### src/rtl/cfgboot_pkg.sv
// Shared types and constants for the configuration preload and lockout gate.
// Assumes a three-bit serial read command followed by a zero start address.
package cfgboot_pkg;
    typedef enum logic [1:0] {
        LD_START = 2'd0,
        LD_CMD   = 2'd1,
        LD_DATA  = 2'd2,
        LD_DONE  = 2'd3
    } ld_state_e;

    // start bit followed by the read opcode
    localparam logic [2:0] EE_READ_CMD = 3'b110;
    // required top two bits of the signature word
    localparam logic [1:0] HDR_SIG     = 2'b10;
    localparam int         WORD_W      = 16;
endpackage

### src/rtl/cfgboot_clkdiv.sv
// Serial clock phase generator: pulses tick once every CLK_HALF cycles while en is high.
// Assumes CLK_HALF >= 2; the count restarts whenever en drops.
module cfgboot_clkdiv #(
    parameter int CLK_HALF = 17
) (
    input  logic clk,
    input  logic rst_n,
    input  logic en,
    output logic tick
);
    localparam int CW = $clog2(CLK_HALF);

    logic [CW-1:0] cnt;

    // counts clock cycles within one half-period of the serial clock
    always_ff @(posedge clk) begin
        if (!rst_n || !en) begin
            cnt <= '0;
        end else if (cnt == CW'(CLK_HALF - 1)) begin
            cnt <= '0;
        end else begin
            cnt <= cnt + 1'b1;
        end
    end

    assign tick = en && (cnt == CW'(CLK_HALF - 1));
endmodule

### src/rtl/cfgboot_loader.sv
// Serial preload sequencer: sends the read command, checks the signature word,
// and streams NUM_WORDS data words into the register-file write port.
// Assumes the EEPROM updates its data out on rising ee_sk; data is sampled on falling ee_sk.
module cfgboot_loader #(
    parameter int CLK_HALF  = 17,
    parameter int NUM_WORDS = 33,
    parameter int ADDR_BITS = 6,
    parameter int IDX_W     = $clog2(NUM_WORDS)
) (
    input  logic                           clk,
    input  logic                           rst_n,
    input  logic                           ee_present,
    input  logic                           ee_do,
    output logic                           ee_cs,
    output logic                           ee_sk,
    output logic                           ee_di,
    output logic                           busy,
    output logic                           rf_we,
    output logic [IDX_W-1:0]               rf_idx,
    output logic [cfgboot_pkg::WORD_W-1:0] rf_wdata
);
    import cfgboot_pkg::*;

    localparam int CMD_BITS = 3 + ADDR_BITS;
    localparam int BC_MAX   = (CMD_BITS > WORD_W) ? CMD_BITS : WORD_W;
    localparam int BC_W     = $clog2(BC_MAX);
    localparam int CNT_W    = $clog2(NUM_WORDS + 1);
    localparam logic [CMD_BITS-1:0] CMD_WORD = {EE_READ_CMD, {ADDR_BITS{1'b0}}};

    ld_state_e            state;
    logic                 tick;
    logic [CMD_BITS-1:0]  cmd_sr;
    logic [BC_W-1:0]      bit_cnt;
    logic [CNT_W-1:0]     word_cnt;
    logic [WORD_W-2:0]    shreg;
    logic [WORD_W-1:0]    word_in;
    logic                 fall;

    cfgboot_clkdiv #(.CLK_HALF(CLK_HALF)) u_div (
        .clk  (clk),
        .rst_n(rst_n),
        .en   (ee_cs),
        .tick (tick)
    );

    // a falling serial-clock edge is the bit boundary for both directions
    assign fall    = tick && ee_sk;
    assign word_in = {shreg, ee_do};
    assign busy    = (state != LD_DONE);

    // main sequencer: command phase, data phase, completion or abort
    always_ff @(posedge clk) begin
        if (!rst_n) begin
            state    <= LD_START;
            ee_cs    <= 1'b0;
            ee_sk    <= 1'b0;
            ee_di    <= 1'b0;
            cmd_sr   <= CMD_WORD;
            bit_cnt  <= '0;
            word_cnt <= '0;
            shreg    <= '0;
            rf_we    <= 1'b0;
            rf_idx   <= '0;
            rf_wdata <= '0;
        end else begin
            rf_we <= 1'b0;
            if (tick && !ee_sk) begin
                ee_sk <= 1'b1;
            end
            case (state)
                LD_START: begin
                    if (ee_present) begin
                        state   <= LD_CMD;
                        ee_cs   <= 1'b1;
                        ee_di   <= CMD_WORD[CMD_BITS-1];
                        cmd_sr  <= CMD_WORD << 1;
                        bit_cnt <= '0;
                    end else begin
                        state <= LD_DONE;
                    end
                end
                LD_CMD: begin
                    if (fall) begin
                        ee_sk <= 1'b0;
                        if (bit_cnt == BC_W'(CMD_BITS - 1)) begin
                            state   <= LD_DATA;
                            bit_cnt <= '0;
                            ee_di   <= 1'b0;
                        end else begin
                            bit_cnt <= bit_cnt + 1'b1;
                            ee_di   <= cmd_sr[CMD_BITS-1];
                            cmd_sr  <= cmd_sr << 1;
                        end
                    end
                end
                LD_DATA: begin
                    if (fall) begin
                        ee_sk <= 1'b0;
                        shreg <= word_in[WORD_W-2:0];
                        if (bit_cnt == BC_W'(WORD_W - 1)) begin
                            bit_cnt <= '0;
                            if (word_cnt == '0) begin
                                if (word_in[WORD_W-1 -: 2] != HDR_SIG) begin
                                    state <= LD_DONE;
                                    ee_cs <= 1'b0;
                                end else begin
                                    word_cnt <= word_cnt + 1'b1;
                                end
                            end else begin
                                rf_we    <= 1'b1;
                                rf_idx   <= IDX_W'(word_cnt - 1'b1);
                                rf_wdata <= word_in;
                                if (word_cnt == CNT_W'(NUM_WORDS)) begin
                                    state <= LD_DONE;
                                    ee_cs <= 1'b0;
                                end else begin
                                    word_cnt <= word_cnt + 1'b1;
                                end
                            end
                        end else begin
                            bit_cnt <= bit_cnt + 1'b1;
                        end
                    end
                end
                default: begin
                    ee_cs <= 1'b0;
                    ee_sk <= 1'b0;
                end
            endcase
        end
    end
endmodule

### src/rtl/cfgboot_lockreg.sv
// Primary-side lockout flag: follows the strap during reset, then changes only
// on a completed secondary write to LOCK_OFF.
// Assumes the caller presents only secondary-port writes on wr_en.
module cfgboot_lockreg #(
    parameter int              OFF_W    = 8,
    parameter logic [OFF_W-1:0] LOCK_OFF = 8'hCC
) (
    input  logic             clk,
    input  logic             rst_n,
    input  logic             strap,
    input  logic             busy,
    input  logic             wr_en,
    input  logic [OFF_W-1:0] wr_off,
    input  logic             wr_bit,
    output logic             lock
);
    // strap capture in reset, firmware update once the load is finished
    always_ff @(posedge clk) begin
        if (!rst_n) begin
            lock <= strap;
        end else if (wr_en && !busy && (wr_off == LOCK_OFF)) begin
            lock <= wr_bit;
        end
    end
endmodule

### src/rtl/cfgboot_port_gate.sv
// Per-port response generator: one registered response per request, retry or complete.
// IS_PRIMARY selects whether the lockout flag and its exempt offset apply.
module cfgboot_port_gate #(
    parameter int               OFF_W      = 8,
    parameter bit               IS_PRIMARY = 1'b0,
    parameter logic [OFF_W-1:0] EXEMPT_OFF = 8'hD8
) (
    input  logic             clk,
    input  logic             rst_n,
    input  logic             busy,
    input  logic             lock,
    input  logic             req_valid,
    input  logic [OFF_W-1:0] req_off,
    output logic             rsp_valid,
    output logic             rsp_retry
);
    logic held_off;

    // lockout only affects the primary side, and never the exempt offset
    assign held_off = IS_PRIMARY && lock && (req_off != EXEMPT_OFF);

    // registers the response one cycle after the request
    always_ff @(posedge clk) begin
        if (!rst_n) begin
            rsp_valid <= 1'b0;
            rsp_retry <= 1'b0;
        end else begin
            rsp_valid <= req_valid;
            rsp_retry <= req_valid && (busy || held_off);
        end
    end
endmodule

### src/rtl/cfg_boot_gate.sv
// Top of the configuration preload and lockout gate. Ties the serial loader,
// the lockout flag and the two request gates together.
// Assumes simple single-beat requests; register contents live outside this block.
module cfg_boot_gate #(
    parameter int               CLK_HALF   = 17,
    parameter int               NUM_WORDS  = 33,
    parameter int               ADDR_BITS  = 6,
    parameter int               OFF_W      = 8,
    parameter int               DATA_W     = 32,
    parameter logic [OFF_W-1:0] EXEMPT_OFF = 8'hD8,
    parameter logic [OFF_W-1:0] LOCK_OFF   = 8'hCC,
    parameter int               LOCK_BIT   = 0,
    parameter int               IDX_W      = $clog2(NUM_WORDS)
) (
    input  logic              clk,
    input  logic              rst_n,
    input  logic              strap_lock,
    input  logic              ee_present,
    output logic              ee_cs,
    output logic              ee_sk,
    output logic              ee_di,
    input  logic              ee_do,
    input  logic              p_req_valid,
    input  logic [OFF_W-1:0]  p_req_off,
    input  logic              p_req_wr,
    input  logic [DATA_W-1:0] p_req_wdata,
    output logic              p_rsp_valid,
    output logic              p_rsp_retry,
    input  logic              s_req_valid,
    input  logic [OFF_W-1:0]  s_req_off,
    input  logic              s_req_wr,
    input  logic [DATA_W-1:0] s_req_wdata,
    output logic              s_rsp_valid,
    output logic              s_rsp_retry,
    output logic              rf_we,
    output logic [IDX_W-1:0]  rf_idx,
    output logic [15:0]       rf_wdata
);
    logic load_busy;
    logic lock_q;
    logic unused_wr_inputs;

    // primary writes never reach the flag; only one secondary data bit is decoded
    assign unused_wr_inputs = ^{p_req_wr, p_req_wdata, s_req_wdata};

    cfgboot_loader #(
        .CLK_HALF (CLK_HALF),
        .NUM_WORDS(NUM_WORDS),
        .ADDR_BITS(ADDR_BITS),
        .IDX_W    (IDX_W)
    ) u_loader (
        .clk       (clk),
        .rst_n     (rst_n),
        .ee_present(ee_present),
        .ee_do     (ee_do),
        .ee_cs     (ee_cs),
        .ee_sk     (ee_sk),
        .ee_di     (ee_di),
        .busy      (load_busy),
        .rf_we     (rf_we),
        .rf_idx    (rf_idx),
        .rf_wdata  (rf_wdata)
    );

    cfgboot_lockreg #(
        .OFF_W   (OFF_W),
        .LOCK_OFF(LOCK_OFF)
    ) u_lock (
        .clk   (clk),
        .rst_n (rst_n),
        .strap (strap_lock),
        .busy  (load_busy),
        .wr_en (s_req_valid && s_req_wr),
        .wr_off(s_req_off),
        .wr_bit(s_req_wdata[LOCK_BIT]),
        .lock  (lock_q)
    );

    cfgboot_port_gate #(
        .OFF_W     (OFF_W),
        .IS_PRIMARY(1'b1),
        .EXEMPT_OFF(EXEMPT_OFF)
    ) u_pgate (
        .clk      (clk),
        .rst_n    (rst_n),
        .busy     (load_busy),
        .lock     (lock_q),
        .req_valid(p_req_valid),
        .req_off  (p_req_off),
        .rsp_valid(p_rsp_valid),
        .rsp_retry(p_rsp_retry)
    );

    cfgboot_port_gate #(
        .OFF_W     (OFF_W),
        .IS_PRIMARY(1'b0),
        .EXEMPT_OFF(EXEMPT_OFF)
    ) u_sgate (
        .clk      (clk),
        .rst_n    (rst_n),
        .busy     (load_busy),
        .lock     (lock_q),
        .req_valid(s_req_valid),
        .req_off  (s_req_off),
        .rsp_valid(s_rsp_valid),
        .rsp_retry(s_rsp_retry)
    );
endmodule

### config.mk
export PLATFORM = sky130hd
export DESIGN_NAME = cfg_boot_gate
export DESIGN_NICKNAME = d
export VERILOG_FILES = /design/src/rtl/cfgboot_pkg.sv /design/src/rtl/cfgboot_clkdiv.sv /design/src/rtl/cfgboot_loader.sv /design/src/rtl/cfgboot_lockreg.sv /design/src/rtl/cfgboot_port_gate.sv /design/src/rtl/cfg_boot_gate.sv
export SDC_FILE = /design/constraint.sdc
export NUM_CORES = 1
export LEC_CHECK = 0
export CORE_AREA = 3 3 135 72
export DETAILED_ROUTE_END_ITERATION = 16
export DIE_AREA = 0 0 138 75
export PLACE_DENSITY_LB_ADDON = 0.05
export SLEW_MARGIN = 15
export SYNTH_ARGS = -nofsm -noshare
export SYNTH_HDL_FRONTEND = slang
export SYNTH_SLANG_ARGS = --single-unit
### constraint.sdc
create_clock -name clk -period 2.84 [get_ports clk]
set_input_delay 0.568 -clock clk [delete_from_list [all_inputs] [get_ports clk]]
set_output_delay 0.568 -clock clk [all_outputs]
set_load 0.05 [all_outputs]
=== Word-level counts from Yosys, hierarchy flattened ===
Cells that the tools add are included.

* Flip-flop bits (word level): 72
* Input port bits: 89
* Logic and storage cells: 112

* Add/subtract/negate cells: 4
* Equal/unequal tests: 21
* Muxes and demuxes: 38
* Bitwise operators: 2
* Reduce and logical (&&, ||, !) cells: 30

{| class="wikitable"
|+ Operators by type and width
! kind !! number
|-
| 2-to-1 mux 9 bit || 3
|-
| 2-to-1 mux 4 bit || 5
|-
| 2-to-1 mux 6 bit || 3
|-
| one-hot mux 9 bit (2 select lines) || 1
|-
| 2-to-1 mux 2 bit || 8
|-
| AND reduction 4 bit || 4
|-
| 2-to-1 mux 1 bit || 13
|-
| != test 2 x 1 -> 1 bit, second input constant || 6
|-
| one-hot mux 4 bit (3 select lines) || 1
|-
| != test 2 bit, second input constant || 5
|-
| logical AND 1 bit || 9
|-
| == test 4 bit, second input constant || 2
|-
| == test 8 bit, second input constant || 1
|-
| != test 8 bit, second input constant || 1
|-
| AND reduction 7 bit || 1
|-
| adder 6 x 1 -> 6 bit, second input constant || 1
|-
| == test 6 bit, second input constant || 1
|-
| zero test 6 bit || 1
|-
| one-hot mux 2 bit (3 select lines) || 1
|-
| AND reduction 6 bit || 1
|-
| subtractor 6 x 1 -> 6 bit, second input constant || 1
|-
| adder 5 x 1 -> 5 bit, second input constant || 1
|-
| == test 5 bit, second input constant || 1
|-
| AND reduction 5 bit || 1
|-
| 16 further kinds || 23
|}

=== Longest topological paths before layout ===
* Depth after elaboration: 6
* Gate-level depth with buffers: 13

=== Modules after synthesis ===
Synthesis repeated with hierarchy kept, for this count alone.

* Cell total of the unflattened synthesis: 340
* Area, all modules: 2944.1 um^2

{| class="wikitable"
|+ Modules (own cells, without submodules)
! module !! instances !! cells each !! area an instance (um^2)
|-
| cfgboot_loader || 1 || 300 || 2473.6
|-
| cfgboot_clkdiv || 1 || 23 || 247.7
|-
| cfgboot_port_gate at u_pgate || 1 || 7 || 86.3
|-
| cfgboot_lockreg || 1 || 5 || 77.6
|-
| cfgboot_port_gate at u_sgate || 1 || 4 || 52.6
|-
| cfg_boot_gate || 1 || 1 || 6.3
|}

=== Least setup slack after synthesis ===
No wires, ideal clock.

* Path kind: reg2reg
* Start point: register u_loader.ee_cs
* End point: register u_loader.bit_cnt[3]
* Setup time: 71 ps
* Data arrival time: 2034 ps
* Data required time: 2769 ps
* Path slack: 736 ps
* Stages on the path, launching flop included: 8
* Clock period less this slack: 2104 ps
* Path through: dfxtp_1 > and2_1 > ha_1 > o21ba_2 > nor2_1 > nand2_1 > or4_1 > a21oi_1

* Cells in the longest elaborated chain, start to end: 4
* Elaborated cells on any way between the ends: 5

{| class="wikitable"
|+ Ends and longest elaborated chain
! item !! RTL line !! text
|-
| start: declaration || cfgboot_loader.sv:14 || <nowiki>output logic ee_cs,</nowiki>
|-
| start signal: assignment || cfgboot_loader.sv:55 || <nowiki>ee_cs <= 1'b0;</nowiki>
|-
| start signal: assignment || cfgboot_loader.sv:74 || <nowiki>ee_cs <= 1'b1;</nowiki>
|-
| start signal: assignment || cfgboot_loader.sv:105 || <nowiki>ee_cs <= 1'b0;</nowiki>
|-
| logical AND 1 bit * || cfgboot_clkdiv.sv:26 || <nowiki>assign tick = en && (cnt == CW'(CLK_HALF - 1));</nowiki>
|-
| logical AND 1 bit * || cfgboot_loader.sv:47 || <nowiki>assign fall = tick && ee_sk;</nowiki>
|-
| != test 2 x 1 -> 1 bit (no line) || n/a ||
|-
| AND reduction 4 bit (no line) * || n/a ||
|-
| end signal: assignment || cfgboot_loader.sv:90 || <nowiki>bit_cnt <= bit_cnt + 1'b1;</nowiki>
|-
| end signal: assignment || cfgboot_loader.sv:121 || <nowiki>bit_cnt <= bit_cnt + 1'b1;</nowiki>
|-
| end: declaration || cfgboot_loader.sv:33 || <nowiki>logic [BC_W-1:0] bit_cnt;</nowiki>
|}

Every way passes the cells marked *; elsewhere a longest branch is shown, timed or not.
A chain may end at the register's enable or synchronous reset.

=== Worst setup path after layout ===
* Start point: register u_loader.u_div.cnt[0]
* End point: register u_loader.rf_wdata[2] (netlist name)

* Cells in the longest elaborated chain, start to end: 4

{| class="wikitable"
|+ Ends and longest elaborated chain
! item !! RTL line !! text
|-
| start: declaration || cfgboot_clkdiv.sv:13 || <nowiki>logic [CW-1:0] cnt;</nowiki>
|-
| start signal: assignment || cfgboot_clkdiv.sv:22 || <nowiki>cnt <= cnt + 1'b1;</nowiki>
|-
| == test 5 bit || cfgboot_clkdiv.sv:26 ||
|-
| logical AND 1 bit || cfgboot_clkdiv.sv:26 ||
|-
| logical AND 1 bit || cfgboot_loader.sv:47 ||
|-
| AND reduction 4 bit (no line) || n/a ||
|-
| end signal: assignment || cfgboot_loader.sv:112 || <nowiki>rf_wdata <= word_in;</nowiki>
|-
| end: declaration || cfgboot_loader.sv:20 || <nowiki>output logic [cfgboot_pkg::WORD_W-1:0] rf_wdata</nowiki>
|}

No other way between the ends.

==> flow_results.org <==
** Clock network
- Clock tree synthesis found a total of 65 sinks.
- Once the clock tree was built, the setup fixing pass inserted 0 buffers.
- The H-tree was split into 3 levels.
- TritonCTS built the clock tree.
- Buffers from clock root to sink, at most :: 2
- Clock Pin Slew Worst Setup and Hold Paths :: 60 ps
- Cts bufs inserted :: 9
- At the later pin of the worst-skew pair, clock insertion delay measures 330 ps.
- Buffer type at the clock tree root :: clkbuf_16
- Hold buffers post-CTS :: 0
- Number of gates resized after CTS :: 0

** Final layout
- Fillers :: 857
- Final Net Count :: 494
- Final instance area :: 0.00392 mm2
- Cells with a size suffix above 1 make up 6.84% of the layout.
- Summing all multi-input logic gate instances after layout gives 0.00149 mm2.
- Sequential Area :: 0.00131 mm2
- Final cell count without fillers :: 512
- Cells fill 45.7% of the core in the end.
- Compared with the post-synthesis result, the final layout area differs by 31.7%.
- The repair_antennas step left the layout with diodes totalling 0.

** Detailed routing
- The detail route stage leaves a number of antenna-violating nets equal to 0.
- Wire segments on met2 add up to 2830 um in the final route.
- In the routed design, unresolved DRC markers number 0.
- Via count :: 2406
- Dividing the detail-routed wire length by the instance count gives 12.6 um.
- Signal routing reaches up to met4.
- First-iteration detailed-routing DRC count :: 96
- Post-detailed-route via-to-cell ratio :: 4.70
- Total wire length :: 6470 um
- Wire segments on met3 add up to 339 um in the final route.
- Wl on met1 :: 3230 um
- First-pass DRT Iterations :: 6

** Place
- Routability-driven placement finished with a final weighted congestion of 0.758.
- Detailed placement ended at an HPWL of 4630 um.
- Cell area reported after detailed placement :: 0.00358 mm2
- In this run the tool buffered the top-level ports with 54 buffer cells.
- Post-Place Cells :: 496

** Global routing
- Total overflow reported by the global router :: 0
- The number of antenna violations at the first check in global routing came to 0.
- Wire length of the first global-routing pass :: 10600 um
- Via count of the first global-routing pass :: 2273
- Pin count of the biggest net entering global routing :: 40
- Across every metal layer, demand over resource in global routing totals 12.9%.

** Flow run
- The tool flagged a number of max-cap violations equal to 0.

** Critical path
- Reg2Reg Capture Point :: u_loader.rf_wdata[2]$_SDFFE_PN0P_
- Critical path, cell by cell :: inv_1 > ha_1 > nand2_1 > nor3_1 > and2_1 > ha_1 > and2_1 > o311a_4 > nand2_1 > a21boi_0
- Following the worst setup path forward leads to its endpoint at u_loader.rf_wdata[2]$_SDFFE_PN0P_.
- Together, buffers and inverters on the worst path number 1.
- First element of the critical path :: u_loader.u_div.cnt[0]$_SDFF_PP0_
- On the critical path the largest part of the delay comes from simple AND/OR/NAND/NOR gates.
- Worst flop-to-flop path startpoint :: u_loader.u_div.cnt[0]$_SDFF_PP0_
- Master of the slowest instance on the critical path :: o311a_4
- At the worst endpoint, the arrival time is 2620 ps.
- For this run, the slowest stage of the critical path takes 480 ps.
- Cell depth of the worst setup path :: 10
- Measured in cells, the most critical reg-to-reg path has a length of 10.
- Required time of the critical path :: 3090 ps
- Launching element type of the critical path :: register
- The setup check on the worst reg-to-reg path leaves a slack of 470 ps.
- CP max FO :: 29
- Category of the most critical setup path :: reg -> reg
- Category of the worst setup path capture point :: register

** Timing
- The count of final hold-check violations was 0.
- Clock Skews :: 5.29 ps
- Headroom to the max-slew limit :: 51.7%
- In the finished design, the share of the clock period the worst path needs comes to 83.3%.
- The number of slew-limit violations in the final report was 0.
- The routed design could run at a clock period as short as 2370 ps.
- Setup repair after global routing left no endpoint under its margin.
- Timing would allow up to 423 MHz.
- In the final timing run, aggregate negative setup slack is 0 ps.
- Final setup violation count :: 0
- Worst Tran Pin Value :: 723 ps

** Synth
- Post-synthesis area per instance :: 8.71 um2
- Number of synthesized register bits :: 65
- After synthesis, the netlist uses 47 different library cells.
- Sequential elements use 44.0% of the synthesized area.
- Sorting the synthesized cells by area gives the leading types as dfxtp_1 43%, nand2_1 10%, ha_1 6.3%.
- The most used flip-flop cell after synthesis is dfxtp_1.
- During synthesis, Yosys emitted a total of 0 warnings.
- Top cell type by total area after synthesis :: dfxtp_1
- After synthesis the cells add up to 0.00298 mm2.
- Area fraction of the dominant cell type after synthesis :: 43.0%
- The cell count after synthesis came out at 342.
- Post-Synthesis Net Count :: 446
- Ys async rst share :: 0%
- Post-synth EDFFs :: 1

** Worst hold path
- Worst hold start :: u_loader.rf_wdata[8]$_SDFFE_PN0P_
- The worst hold path passes through 2 cells.
- The path class of the tightest hold or removal check is reg -> reg.

** Power
- Pwr dens :: 700 mW/mm2
- VDD sags by at most 0.278 mV.
- Leakage power figure :: 0.00149 uW
- Total power for the finished layout comes to 2750 uW.

** Floorplan
- Height of the chip :: 75 um
- The floorplan has 24 rows.
- Die ar. :: 0.0104 mm2
- IO Count :: 119
- The floorplan step defined a core boundary enclosing 0.00859 mm2.
- In this run the horizontal extent of the chip is 138 um.
- For this configuration, the core starts out at a cell density of 34.7%.

** Run status
- Outcome :: finished clean
==> Yosys cell counts, types with 3 or more instances <==
| cell type | count |
|---|---|
| a211oi_1 | 4 |
| a21boi_0 | 19 |
| a21oi_1 | 19 |
| and2_1 | 6 |
| buf_2 | 4 |
| buf_6 | 4 |
| clkbuf_1 | 10 |
| dfxtp_1 | 64 |
| ha_1 | 15 |
| inv_1 | 19 |
| nand2_1 | 82 |
| nand2b_1 | 4 |
| nand3_1 | 9 |
| nand3b_1 | 3 |
| nand4_1 | 4 |
| nand4b_1 | 5 |
| nor2_1 | 12 |
| nor2b_1 | 3 |
| nor3_1 | 4 |
| o211a_1 | 6 |
| o21ai_0 | 6 |
| xnor2_1 | 7 |
| xor2_1 | 4 |
==> worst min path at each step <==
stage                                               endpoint  slack [ps]
final                      u_loader.rf_wdata[8]$_SDFFE_PN0P_         450
after global placement      u_loader.u_div.cnt[0]$_SDFF_PP0_         440
after floorplan             u_loader.u_div.cnt[0]$_SDFF_PP0_         430
after CTS                 u_loader.rf_wdata[14]$_SDFFE_PN0P_         460
after detailed placement  u_loader.rf_wdata[14]$_SDFFE_PN0P_         450
after global routing       u_loader.rf_wdata[1]$_SDFFE_PN0P_         480
==> sequential cells by signal, summed over array words and instances (netlist names) <==
name                count
u_loader.ee_di          1
u_loader.rf_we          1
u_lock.lock             1
u_loader.ee_sk          1
u_loader.word_cnt       6
u_loader.u_div.cnt      5
u_loader.rf_idx         6
u_pgate.rsp_valid       1
u_loader.cmd_sr         2
u_sgate.rsp_valid       1
u_loader.state          2
u_loader.rf_wdata      16
u_pgate.rsp_retry       1
u_loader.ee_cs          1
u_loader.shreg         15
u_sgate.rsp_retry       1
u_loader.bit_cnt        4
==> kinds of logic (layout without fill, tap and decap cells) <==
logic type | after synthesis | count (layout) | share of synthesized area, %
DFF | 65 | 65 | 44.0
muxes | 3 | 3 | 1.05
xor gates and xnor gates | 11 | 11 | 3.23
and+or+nand+nor | 142 | 142 | 22.5
buffers and inverters | 39 | 92 | 6.09
AOI/OAI and AO/OA | 67 | 67 | 16.9
adders and majority gates | 15 | 15 | 6.30
==> metal layers <==
| layer | track usage, % | vias to the layer above |
|---|---|---|
| met3 | 5.65 | 8 |
| met5 | 0 | - |
| li1 | - | 1250 |
| met4 | 4.27 | 0 |
| met1 | 15.8 | 1095 |
| met2 | 20.6 | 53 |
==> worst reg2reg max path, cell delays in order, from the launching register on <==
cell and delay (ps):
dfxtp_1 330, inv_1 60, ha_1 130, nand2_1 50
nor3_1 160, and2_1 200, ha_1 220, and2_1 380
o311a_4 480, nand2_1 100, a21boi_0 160
==> power breakdown <==
group	switching (uW)	total, uW	leakage [uW]	internal (uW)
Clock	412	1270	0.000163	861
Combinational	293	478	0.000795	186
Sequential	33.8	994	0.000528	961
Total	738	2750	0.00149	2010
==> cell type report <==
type	count	area share [%]
multi-input combinational	238	37.9
sequential	65	33.4
timing repair buffer	57	14.3
clock buffer	10	5.84
tap	117	3.73
clock inverter	6	2.93
inverter	19	1.82
==> layout by cell type (no fill, tap or decap), types with 5 or more instances in the layout <==
cell	n
inv_1	19
o21ai_0	6
nand3_1	9
xnor2_1	7
and2_1	6
nand4b_1	5
nor2_1	12
clkbuf_16	9
o211a_1	6
clkdlybuf4s50_1	54
a21oi_1	19
a21boi_0	19
dfxtp_1	64
nand2_1	82
ha_1	15
==> stage by stage <==
| step | hold slack (ps) | worst slack, ps |
|---|---|---|
| after global placement | 444 | 467 |
| after CTS | 461 | 441 |
| after detailed placement | 453 | 460 |
| after floorplan | 430 | 736 |
| after global routing | 480 | 128 |
| final | 454 | 474 |
No activity file was read; power rests on OpenSTA's default activity.
